**src/rtl/mcc_pkg.sv**
```systemverilog
package mcc_pkg;
  typedef enum logic [1:0] {
    ACT_NONE    = 2'd0,
    ACT_CAPTURE = 2'd1,
    ACT_ARM     = 2'd2
  } mcc_act_e;
endpackage

```
**src/rtl/mcc_hist_line.sv**
```systemverilog
module mcc_hist_line #(
  parameter int unsigned W     = 8,
  parameter int unsigned DEPTH = 1
) (
  input  logic         clk_i,
  input  logic         rst_ni,
  input  logic [W-1:0] d_i,
  output logic [W-1:0] tap_o
);
  logic [W-1:0] sr_q [DEPTH];

  always_ff @(posedge clk_i or negedge rst_ni) begin
    if (!rst_ni) begin
      for (int i = 0; i < int'(DEPTH); i++) sr_q[i] <= '0;
    end else begin
      sr_q[0] <= d_i;
      for (int i = 1; i < int'(DEPTH); i++) sr_q[i] <= sr_q[i-1];
    end
  end

  assign tap_o = sr_q[DEPTH-1];
endmodule

```
**src/rtl/mcc_arm_ctrl.sv**
```systemverilog
module mcc_arm_ctrl
  import mcc_pkg::*;
(
  input  logic     clk_i,
  input  logic     rst_ni,
  input  logic     l1_accept_i,
  input  logic     gap_i,
  input  logic     arm_i,
  input  logic     force_i,
  output mcc_act_e act_o,
  output logic     armed_o,
  output logic     pending_o
);
  logic armed_q, pend_q, req;

  assign req = arm_i | pend_q;

  always_comb begin
    if (force_i || (armed_q && l1_accept_i)) act_o = ACT_CAPTURE;
    else if (req && gap_i)                   act_o = ACT_ARM;
    else                                     act_o = ACT_NONE;
  end

  always_ff @(posedge clk_i or negedge rst_ni) begin
    if (!rst_ni) begin
      armed_q <= 1'b0;
      pend_q  <= 1'b0;
    end else begin
      unique case (act_o)
        ACT_CAPTURE: begin armed_q <= 1'b0; pend_q <= req;  end
        ACT_ARM:     begin armed_q <= 1'b1; pend_q <= 1'b0; end
        default:     pend_q <= req;
      endcase
    end
  end

  assign armed_o   = armed_q;
  assign pending_o = pend_q;

  // arming only ever starts from a gap cycle
  assert_arm_in_gap_R4: assert property (@(posedge clk_i) disable iff (!rst_ni)
    $rose(armed_q) |-> $past(gap_i));

  // capture beats a simultaneous arm; request is kept
  assert_capture_priority_R7: assert property (@(posedge clk_i) disable iff (!rst_ni)
    ((force_i || (armed_q && l1_accept_i)) && req) |=> (pend_q && !armed_q));
endmodule

```
**src/rtl/mon_capture_ctrl.sv**
```systemverilog
module mon_capture_ctrl
  import mcc_pkg::*;
#(
  parameter int unsigned A_W        = 16,
  parameter int unsigned B_W        = 12,
  parameter int unsigned BUSY_W     = 8,
  parameter int unsigned HIST_DEPTH = 3,
  parameter int unsigned BUSY_DEPTH = 2
) (
  input  logic              clk_i,
  input  logic              rst_ni,
  input  logic              l1_accept_i,
  input  logic              gap_i,
  input  logic              arm_i,
  input  logic              force_i,
  input  logic [A_W-1:0]    scal_a_i,
  input  logic [B_W-1:0]    scal_b_i,
  input  logic [BUSY_W-1:0] busy_i,
  output logic [A_W-1:0]    snap_a_o,
  output logic [B_W-1:0]    snap_b_o,
  output logic [BUSY_W-1:0] snap_busy_o,
  output logic              armed_o,
  output logic              pending_o,
  output logic              done_o
);
  localparam int unsigned A_DEPTH = HIST_DEPTH + 1;

  logic [A_W-1:0]    tap_a;
  logic [B_W-1:0]    tap_b;
  logic [BUSY_W-1:0] tap_busy;
  mcc_act_e          act;

  mcc_hist_line #(.W(A_W), .DEPTH(A_DEPTH)) u_hist_a (
    .clk_i, .rst_ni, .d_i(scal_a_i), .tap_o(tap_a));
  mcc_hist_line #(.W(B_W), .DEPTH(HIST_DEPTH)) u_hist_b (
    .clk_i, .rst_ni, .d_i(scal_b_i), .tap_o(tap_b));
  mcc_hist_line #(.W(BUSY_W), .DEPTH(BUSY_DEPTH)) u_hist_busy (
    .clk_i, .rst_ni, .d_i(busy_i), .tap_o(tap_busy));

  mcc_arm_ctrl u_ctrl (
    .clk_i, .rst_ni, .l1_accept_i, .gap_i, .arm_i, .force_i,
    .act_o(act), .armed_o, .pending_o);

  always_ff @(posedge clk_i or negedge rst_ni) begin
    if (!rst_ni) begin
      snap_a_o    <= '0;
      snap_b_o    <= '0;
      snap_busy_o <= '0;
      done_o      <= 1'b0;
    end else begin
      unique case (act)
        ACT_CAPTURE: begin
          snap_a_o    <= tap_a;
          snap_b_o    <= tap_b;
          snap_busy_o <= tap_busy;
          done_o      <= 1'b1;
        end
        ACT_ARM: begin
          snap_a_o    <= '0;
          snap_b_o    <= '0;
          snap_busy_o <= '0;
          done_o      <= 1'b0;
        end
        default: ;
      endcase
    end
  end

  assert_accept_capture_R1: assert property (@(posedge clk_i) disable iff (!rst_ni)
    (armed_o && l1_accept_i) |=> (done_o && !armed_o));

  assert_idle_accept_R2: assert property (@(posedge clk_i) disable iff (!rst_ni)
    (!armed_o && !force_i && !(gap_i && (arm_i || pending_o)))
      |=> ($stable(snap_a_o) && $stable(snap_b_o) && $stable(snap_busy_o) && $stable(done_o)));

  assert_force_capture_R3: assert property (@(posedge clk_i) disable iff (!rst_ni)
    force_i |=> (done_o && !armed_o));

  assert_arm_clears_R5: assert property (@(posedge clk_i) disable iff (!rst_ni)
    (gap_i && (arm_i || pending_o) && !force_i && !(armed_o && l1_accept_i))
      |=> (armed_o && !done_o && snap_a_o == '0 && snap_busy_o == '0));
endmodule

```
**config.mk**
```make
export PLATFORM = sky130hd
export DESIGN_NAME = mon_capture_ctrl
export DESIGN_NICKNAME = d
export VERILOG_FILES = /design/src/rtl/mcc_pkg.sv /design/src/rtl/mcc_hist_line.sv /design/src/rtl/mcc_arm_ctrl.sv /design/src/rtl/mon_capture_ctrl.sv
export SDC_FILE = /design/constraint.sdc
export NUM_CORES = 1
export LEC_CHECK = 0
export BUFFER_PORTS_ARGS = -buffer_cell sky130_fd_sc_hd__buf_2
export CAP_MARGIN = 20
export CORE_MARGIN = 8
export CORE_UTILIZATION = 25
export DETAILED_ROUTE_END_ITERATION = 7
export HOLD_SLACK_MARGIN = 0.1
export PLACE_DENSITY_LB_ADDON = 0.25
export SLEW_MARGIN = 20
export SYNTH_ARGS = -nofsm -noshare
export SYNTH_HDL_FRONTEND = slang
export SYNTH_SLANG_ARGS = --single-unit
```
**constraint.sdc**
```tcl
create_clock -name clk_i -period 2.21 [get_ports clk_i]
set_input_delay 0.3315 -clock clk_i [delete_from_list [all_inputs] [get_ports clk_i]]
set_output_delay 0.3315 -clock clk_i [all_outputs]
set_load 0.03 [all_outputs]
```
==> impl_metrics.yaml <==
global_route:
  grt_max_degree: 56
  track_usage_pct: 8.021
  grt_first_pass_wirelength_microns: 14750
  grt_overflow_total: 0
  grt_antenna_before_repair: 0
  first_global_vias: 2892
clocking:
  clock_buffers_created_by_tritoncts: 17
  cts_setup_buffers: 0
  tritoncts_num_sinks: 155
  cts_tree: "done"
  ctsRootBufferMaster: "sky130_fd_sc_hd__clkbuf_16"
  h-tree-depth: 4
  worst_skew_pair.late_latency_ns: 0.42
  clkTransAtPathRegs_ns: 0.06
  cts.repair.resized: 0
  cts.path.max_buffers: 2
routing:
  firstDrtPassIters: 4
  antenna_violating_nets_post_route: 0
  route.detailed.wl_per_inst_microns: 13.01
  route.detailed.vias_per_inst: 3.664
  dr_total_vias: 2528
  drt-total-wl_microns: 8979
  detail_route.drc_violations: 0
  dr.first_iter.drc_count: 70
timing:
  worst-slew-pin-transition_ns: 0.6426
  fraction_of_the_cycle_the_final_worst_path_needs_pct: 75.43
  final_max_slew_viol_count: 0
  timing_hold_violations_final: 0
  setup_tns_ns: 0
  max_freq_ghz: 0.5999
  final_setup_vio_count: 0
  max-slew-margin-rel_pct: 57.16
  fin_worst_hold_slack_ns: 0.1887
  period_minus_slack_ns: 1.667
  rsz0062_at_grt: "no"
  skew_ns: 0.004826
layout:
  drive_gt1_share_pct: 34.35
  finalInstanceArea_sq_mm: 0.006654
  synthToLayoutAreaGrowth_pct: 34.02
  layout.nets: 455
  layout.filler_cells: 1894
  multi_input_gate_area_sq_um: 825.8
  num_antenna_cells: 0
  finish.utilization_pct: 34.19
  seqCellArea_sq_mm: 0.003879
setup_path:
  worst_ep_arrival_time_ns: 1.94
  list_of_cells_traversed_by_the_critical_path: "and2_2, buf_4, o32ai_2"
  timing.critical_path.buf_inv: 1
  critPathKind: "reg -> reg"
  cpLargestDelayFamily: "simple AND/OR/NAND/NOR gates"
  worstPathMaxFanout: 21
  critical_path.max_stage_delay_ns: 0.47
  worst_setup_path_start_kind: "flop"
  timing.critical_path.required_ns: 2.48
  critical_path.slowest_cell: "sky130_fd_sc_hd__and2_2"
  crit_path_end_kind: "flop"
logic_synthesis:
  yosysSeqAreaShare_pct: 78.13
  synth.area.mux_share_pct: 0
  yosys.cell_types.count: 15
  yosys.area_share.xor_xnor_pct: 0
  post_synth_fa_ha_maj_area_fraction_pct: 0
  synth.largest_area_cell: "sky130_fd_sc_hd__dfrtp_1"
  synth_compound_gate_area_share_pct: 11.57
  number_of_register_bits_inferred_by_synthesis: 155
  yosys.area.top_type_share_pct: 78.13
  avgSynthCellArea_sq_um: 17.30
  synth_top_family_by_area: "compound AO/OA/AOI/OAI gates"
  synth-warning-count: 0
  yosys.area_share.simple_pct: 4.738
  synthCells: 287
  syn_nets: 329
  post_synth_main_area_contributors: "sky130_fd_sc_hd__dfrtp_1 (78%), sky130_fd_sc_hd__o32ai_2 (9.8%), sky130_fd_sc_hd__nand2b_1 (4.5%)"
  cell_area_synth_sq_mm: 0.004965
floorplanning:
  die-width_microns: 156.9
  floorplan.die_area_sq_mm: 0.02462
  initial_utilization_pct: 25.51
  chipHeight_microns: 156.9
  top_level_ports: 81
  design.core.area_sq_mm: 0.01946
  rows: 51
power_and_ir_drop:
  vdd_ir_drop_max_v: 0.0004929
  p_leak_nw: 3.050
  power.internal_mw: 5.150
  power_switching_mw: 1.544
  power.sequential.fraction_pct: 46.1
  p_total_mw: 6.694
  p_per_area_mw_per_mm2: 1006
  power.share.combinational_pct: 8.7
  netSwitchingFraction_pct: 23.07
  p_clk_share_pct: 45.2
placed_design:
  finalWeightedCongestion: 0.6824
  dpl_cell_area_sq_mm: 0.005650
  portBuffers: 80
  dpl.hpwl_microns: 5585
outcome:
  run_status: "complete, no violations"
run:
  total_of_max_cap_violations: 0
hold_path:
  worstHoldPathType: "in -> reg"
## routing by layer
| layer | part of all wire (%) | track usage (%) | vias up |
|---|---|---|---|
| met2 | 48 | 12.46 | 57 |
| met3 | 5.7 | 2.523 | 17 |
| met4 | 2.6 | 5.629 | 0 |
| li1 | - | - | 1191 |
| met1 | 44 | 9.315 | 1263 |
| met5 | 0 | 0 | - |
## path summary, 6_finish.rpt
path | start | endpoint | slack [ns] | depth (start not counted)
min reg2reg | u_hist_a.sr_q[33]$_DFF_PN0_ | u_hist_a.sr_q[17]$_DFF_PN0_ | 0.35 | 0
max reg2reg | u_ctrl.armed_o$_DFFE_PN0P_ | snap_a_o[0]$_DFFE_PN0P_ | 0.54 | 3
min in group asynchronous | rst_ni | u_hist_a.sr_q[56]$_DFF_PN0_ | 0.41 | 2
min | arm_i | u_ctrl.pending_o$_DFF_PN0_ | 0.19 | 3
max | u_ctrl.armed_o$_DFFE_PN0P_ | snap_a_o[0]$_DFFE_PN0P_ | 0.54 | 3
max in group asynchronous | rst_ni | u_hist_busy.sr_q[14]$_DFF_PN0_ | 1.14 | 3
## area by class of cell
class | instances | share of cell area [%]
clock inverters | 10 | 2.501
inverters | 37 | 2.087
flip-flops and latches | 155 | 58.29
repair buffers | 123 | 12.96
clock buffers | 21 | 6.769
well taps | 265 | 4.983
multi-input cells | 79 | 12.41
## power groups by stage
stage	sequential (mW)	clock [mW]	combinational [mW]
floorplan	3.26	0	0.204
global placement	3.13	0	0.537
detailed placement	3.14	0	0.547
CTS	3.09	3.13	0.601
global route	3.10	3.25	0.636
finish	3.08	3.03	0.585
## cell usage in the layout (no fill, tap or decap), drive strengths merged
cell	synthesis	layout
dfrtp	155	155
buf	13	85
dlygate4sd3	0	38
inv	37	38
nand2b	36	36
o32ai	36	36
clkbuf	3	21
bufinv	0	4
clkinv	0	3
clkinvlp	0	2
a21oi	2	2
o21a	2	2
nor2	1	1
and2	1	1
o21ai	1	1
## state kept, by name (all words and copies together) (netlist names)
name / cells
u_ctrl.pending_o: 1
u_hist_a.sr_q: 48
u_hist_a.tap_o: 16
u_hist_b.tap_o: 12
snap_b_o: 12
snap_busy_o: 8
u_hist_busy.sr_q: 8
snap_a_o: 16
u_hist_b.sr_q: 24
done_o: 1
u_ctrl.armed_o: 1
u_hist_busy.tap_o: 8
## synthesized netlist by cell type (all sizes together)
library cell    n
o32ai          36
and2            1
nand2b         36
o21ai           1
nor2            1
buf            13
a21oi           2
o21a            2
clkbuf          3
inv            37
dfrtp         155
## through the flow
stage                     setup slack [ns]  std cells
after floorplan                     0.9015        287
after global placement              0.5395        621
after detailed placement            0.4838        621
after CTS                           0.3919        690
after global routing                0.4463        690
final                               0.5431        690
## kinds of logic after synthesis
family	Yosys count
AO/OA/AOI/OAI	41
buffers and inverters	53
AND/OR/NAND/NOR	38
flip-flops	155
## tightest hold or removal path, delay by kind of cell
family	cells	cell delay [ns]
buf+inv	1	0.11
simple gates	1	0.08
compound gates	1	0.04
## repair_timing
item                                   4_1_cts  5_1_grt
hold buffers                                38        0
setup endpoints to repair                    0        0
endpoints found under the hold margin       84        0
Note: power is estimated with default switching activity, not from simulation.
